<file path="src/rtl/pdma_regs.sv">
module pdma_regs #(
  parameter int               LEN_W   = 24,
  parameter logic [LEN_W-1:0] LEN_RST = 'h7F,
  parameter int               DOM_W   = 8
) (
  input  logic             clk,
  input  logic             rst_n,
  input  logic             req_wr,
  input  logic [4:0]       req_addr,
  input  logic [31:0]      req_wdata,
  input  logic [3:0]       req_be,
  input  logic             allow_odd,
  input  logic             dma_done,
  output logic [31:0]      rdata,
  output logic [31:0]      dram_addr,
  output logic [31:0]      cart_addr,
  output logic [LEN_W-1:0] rd_len,
  output logic [LEN_W-1:0] wr_len,
  output logic [DOM_W-1:0] dom1_timing,
  output logic             start_rd,
  output logic             start_wr,
  output logic             irq
);
  localparam logic [31:0] DRAM_MASK = 32'h00FF_FFFE;
  localparam int          LPAD      = 32 - LEN_W;
  localparam int          DPAD      = 32 - DOM_W;

  logic [31:0] lane_m;
  logic [2:0]  sel;
  logic        busy, intr;
  logic        hit_dram, hit_cart, hit_rlen, hit_wlen, hit_stat, hit_dom;
  logic        go_rd, go_wr, cmd_abort, cmd_ack, finish;

  assign lane_m = {{8{req_be[3]}}, {8{req_be[2]}}, {8{req_be[1]}}, {8{req_be[0]}}};
  assign sel    = req_addr[4:2];

  function automatic logic [31:0] merge(input logic [31:0] old, input logic [31:0] d,
                                        input logic [31:0] m);
    return (old & ~m) | (d & m);
  endfunction

  assign hit_dram  = req_wr && sel == 3'd0;
  assign hit_cart  = req_wr && sel == 3'd1;
  assign hit_rlen  = req_wr && sel == 3'd2;
  assign hit_wlen  = req_wr && sel == 3'd3;
  assign hit_stat  = req_wr && sel == 3'd4;
  assign hit_dom   = req_wr && sel == 3'd5;
  assign go_rd     = hit_rlen && !busy;
  assign go_wr     = hit_wlen && !busy;
  assign cmd_abort = hit_stat && req_be[0] && req_wdata[0];
  assign cmd_ack   = hit_stat && req_be[0] && req_wdata[1];
  assign finish    = dma_done && busy;
  assign irq       = intr;

  always_ff @(posedge clk) begin
    if (!rst_n) begin
      dram_addr   <= '0;
      cart_addr   <= '0;
      rd_len      <= LEN_RST;
      wr_len      <= LEN_RST;
      dom1_timing <= '0;
      busy        <= 1'b0;
      intr        <= 1'b0;
      start_rd    <= 1'b0;
      start_wr    <= 1'b0;
    end else begin
      start_rd <= go_rd;
      start_wr <= go_wr;
      if (hit_dram) dram_addr <= merge(dram_addr, req_wdata, lane_m) & DRAM_MASK;
      if (hit_cart) cart_addr <= merge(cart_addr, req_wdata, lane_m) & {31'h7FFF_FFFF, allow_odd};
      if (go_rd) rd_len <= merge({{LPAD{1'b0}}, rd_len}, req_wdata, lane_m)[LEN_W-1:0];
      if (go_wr) wr_len <= merge({{LPAD{1'b0}}, wr_len}, req_wdata, lane_m)[LEN_W-1:0];
      if (hit_dom) dom1_timing <= merge({{DPAD{1'b0}}, dom1_timing}, req_wdata, lane_m)[DOM_W-1:0];
      if (go_rd || go_wr)          busy <= 1'b1;
      else if (finish || cmd_abort) busy <= 1'b0;
      if (finish)       intr <= 1'b1;
      else if (cmd_ack) intr <= 1'b0;
    end
  end

  always_comb begin
    case (sel)
      3'd0:    rdata = dram_addr;
      3'd1:    rdata = cart_addr;
      3'd2:    rdata = {{LPAD{1'b0}}, rd_len};
      3'd3:    rdata = {{LPAD{1'b0}}, wr_len};
      3'd4:    rdata = {28'd0, intr, 1'b0, 1'b0, busy};
      3'd5:    rdata = {{DPAD{1'b0}}, dom1_timing};
      default: rdata = '0;
    endcase
  end
endmodule

</file>
<file path="config.mk">
export PLATFORM = sky130hd
export DESIGN_NAME = pdma_regs
export DESIGN_NICKNAME = d
export VERILOG_FILES = /design/src/rtl/pdma_regs.sv
export SDC_FILE = /design/constraint.sdc
export NUM_CORES = 1
export LEC_CHECK = 0
export CORE_ASPECT_RATIO = 0.8
export CORE_MARGIN = 2
export CORE_UTILIZATION = 40
export DETAILED_ROUTE_END_ITERATION = 10
export DONT_BUFFER_PORTS = 1
export PLACE_DENSITY_LB_ADDON = 0.05
export SLEW_MARGIN = 20
export SYNTH_ARGS = -nofsm -noshare
export SYNTH_HDL_FRONTEND = slang
export SYNTH_SLANG_ARGS = --single-unit
export TNS_END_PERCENT = 100
</file>
<file path="constraint.sdc">
create_clock -name clk -period 1.55 [get_ports clk]
set_input_delay 0.31 -clock clk [delete_from_list [all_inputs] [get_ports clk]]
set_output_delay 0.31 -clock clk [all_outputs]
set_load 0.03 [all_outputs]
</file>
== After elaboration in Yosys (flattened, before gate mapping) ==
Cells that the tools add are included.
Storage, ports and cells
  flip-flop bits (word level): 115
  input bits: 46
  logic and storage cells: 50
  output and inout bits: 155
Cells by class
  bitwise operators: 13
  muxes and demuxes: 5
  reductions and logical operators: 18
  equal/unequal tests: 5
Operators with widths (number)
  case mux 32 bit (6 select lines): 1
  bitwise AND 32 bit: 3
  bitwise AND 24 bit: 3
  OR 24 bit: 3
  NOT 32 bit: 1
  OR 32 bit: 1
  logical AND 1 bit: 12
  bitwise AND 8 bit: 1
  OR 8 bit: 1
  == test 3 x 2 -> 1 bit (second input constant): 2
  == test 3 bit (second input constant): 2
  2-to-1 mux 1 bit: 4
  nonzero test 2 bit: 2
  == test 3 x 1 -> 1 bit (second input constant): 1
  zero test 3 bit: 1
  logical OR 1 bit: 2
  zero test 1 bit: 1

== Longest topological paths before layout ==
  word-level depth: 7
  mapped depth: 6
  mapped depth without buffers: 3

== Worst setup path before layout ==
Ideal clock, no wire load.
  path kind: input to output
  start point: in req_addr[3]
  end point: out rdata[0]
  stages: 4
  required time: 1.240 ns
  path slack: -0.308 ns
  arrival time: 1.548 ns
  path buffers: 3
  cell sequence: buf_4 buf_2 clkbuf_1 o21ai_0
Between the ends
  word-level cells in the longest chain between the ends: 2
  elaborated cells between the ends (all ways): 7
  classes of those cells: eq/ne: 5; mux: 1; reduce/logical: 1
Ends and longest elaborated chain
  start: declaration: RTL line 9  | input logic [4:0] req_addr,
  == test 3 bit (tied with other cells): RTL line 82  | case (sel)
  case mux 32 bit (6 select lines) *: RTL line 82
  end: declaration: RTL line 14  | output logic [31:0] rdata,
Every way passes the cells marked *; elsewhere a longest branch is shown, timed or not.

==> impl_metrics.json <==
{
  "wl_mm": 15.60,
  "violations": "negative setup slack",
  "start_kind": "register",
  "wl_per_cell_um": 18.40,
  "stdcell_count": 848,
  "cts_tree": "yes",
  "peakVddDrop_mv": 0.7725,
  "arrival_ns": 1.47,
  "p_leak_uw": 0.003066,
  "synth_top_area_cell": "dfxtp_1",
  "ioPinCount": 201,
  "syn_to_final_growth_pct": 35.92,
  "layout_setup_ws_ns": -0.2343,
  "grt.total_usage_pct": 22.04,
  "yosys.cell_types.count": 36,
  "diodes": 0,
  "clockBufferDepth": 2,
  "hp-class": "input port to register",
  "power_density_mw_per_mm2": 1015,
  "dp.final_hpwl_mm": 10.39,
  "fillers": 1203,
  "ant_nets": 0,
  "finalCritPeriodShare_pct": 115.1,
  "htree_levels": 4,
  "gr-total-overflow": 0,
  "cts_buffers": 17,
  "drv_cap": 0,
  "grt_pass1_wl_mm": 24.09,
  "insertion_delay_ns": 0.42,
  "hold_violations": 0,
  "drt_iter0_markers": 138,
  "globalplace.congestion": 0.7605,
  "synth_warnings": 0,
  "fin_crit_ns": 1.784,
  "cts.sinks": 115,
  "async_flop_share_pct": 0,
  "drive_above_1_share_pct": 39.52,
  "antenna_found_initial": 0,
  "rsz0062_at_grt": "true",
  "grt_max_degree": 156,
  "die_area_mm2": 0.01463,
  "path_max_fanout": 2,
  "clockRootBuffer": "clkbuf_16",
  "place_inst": 815,
  "synth_ff_type": "dfxtp_1",
  "postSynthCellCount": 541,
  "yosys-top-cells-area": "dfxtp_1, mux2i_1, nand2_1",
  "fin_setup_tns_ns": -3.387,
  "clkTransAtPathRegs_ns": 0.05,
  "ys_seq_elements": 115,
  "synth_edf_count": 0,
  "io_buffers": 0,
  "cp-end-kind": "output port",
  "die_h_um": 108.6,
  "core_area_mm2": 0.01346,
  "critical_path_class": "register to output port",
  "whs_ns": 0.03567,
  "num_vias": 4243,
  "synth.avg_cell_area_um2": 10.11,
  "initial_core_util_pct": 40.65,
  "drt_drc_violations_left": 0,
  "fin_util_pct": 55.24,
  "finClkSkew_ns": 0.005059,
  "mappedNetlistArea_mm2": 0.005469,
  "first_pass_iters": 4,
  "synth_top_area_share_pct": 42.10,
  "fp-row-count": 38,
  "status": "finished, violations left",
  "die_w_um": 134.7,
  "timing.fmax_ghz": 0.5604,
  "viasPerCell": 5.004,
  "required_ns": 1.24,
  "seq_area_frac_synth_pct": 42.10,
  "slew_viol_final": 0,
  "final_nets": 701,
  "grt_pass1_vias": 4458,
  "setup_violations": 24
}
-- power by group --
part	switching [uW]	internal [uW]	leakage [uW]	total, uW
registers	23.1	3000	0.000938	3020
logic	317	220	0.00183	537
clock network	1350	2630	0.000302	3980
total	1690	5850	0.00307	7540
-- per-stage QoR --
step / power [uW] / area (um2) / setup slack [ns]
after floorplan: 3600 / 5633 / -0.06646
after global placement: 3590 / 6606 / 0.1391
after detailed placement: 3600 / 6606 / 0.1303
after CTS: 7629 / 7393 / -0.2542
after global routing: 7812 / 7433 / -0.2720
final: 7543 / 7433 / -0.2343
-- logic make-up after synthesis --
family,Yosys count,synth area share (%)
AO/OA/AOI/OAI,23,3.180
buffers and inverters,49,5.651
flip-flops,115,42.10
multiplexers,140,29.51
other,1,0.06857
AND/OR/NAND/NOR,213,19.49
-- area by class of cell --
type | count | area [um2] | area share, %
multi-input combinational | 385 | 3182 | 42.80
sequential | 115 | 2328 | 31.32
timing repair buffer | 135 | 1091 | 14.68
clock buffer | 21 | 470.5 | 6.329
tap | 180 | 225.2 | 3.030
clock inverter | 11 | 132.6 | 1.784
inverter | 1 | 3.754 | 0.05050
-- layout by cell type (no fill, tap or decap), types with 8 or more instances in the layout --
cell and n:
conb_1 9, dfxtp_1 94, nand2_1 133, and2_2 8, nor2b_1 23, and3_1 9
mux4_2 16, mux2i_1 114, buf_4 126, dfxtp_2 21, nor2b_4 15, clkbuf_16 17
-- per-layer routing --
layer	up-vias	wire length, um	GRT usage (%)
met5	-	0	0
met4	0	275	9.023
met2	148	7254	35.93
met1	2003	6533	25.78
met3	21	1538	9.142
li1	2071	-	-
-- critical path, cell delays in order (launching register included) --
cell,delay (ns)
dfxtp_1,0.31
mux4_2,0.45
nor2b_1,0.14
buf_4,0.16
-- what timing repair did --
action                                  4_1_cts  5_1_grt
resized for setup                            34       21
hold buffers                                  0        0
pin swaps                                     2        0
setup buffers                                 1        0
endpoints found under the setup margin       24       24
-- cells in the mapped netlist (2+ instances only) --
cell type,instances
buf_6,3
buf_4,19
mux2_2,10
nor2_1,5
nand3b_1,2
and2_1,10
nand3_2,2
and3_1,9
o21ai_0,3
nor2b_2,2
buf_2,7
o22ai_1,2
a221oi_1,4
clkbuf_1,17
mux4_2,16
mux2i_1,114
buf_8,2
nor2_4,2
o21a_1,4
nor2b_1,38
dfxtp_1,115
nand2_1,134
and3b_1,2
a32oi_1,2
a21boi_0,2
a22oi_1,5
-- final timing paths --
kind | endpoint | start | slack (ns) | cells past startpoint
hold reg to reg | irq | busy | 0.52 | 2
setup reg to reg | register | busy | 0.22 | 4
hold / removal | register | req_wdata[29] | 0.04 | 2
setup / recovery | rdata[12] | register | -0.23 | 3
No activity file was read; power rests on OpenSTA's default activity.
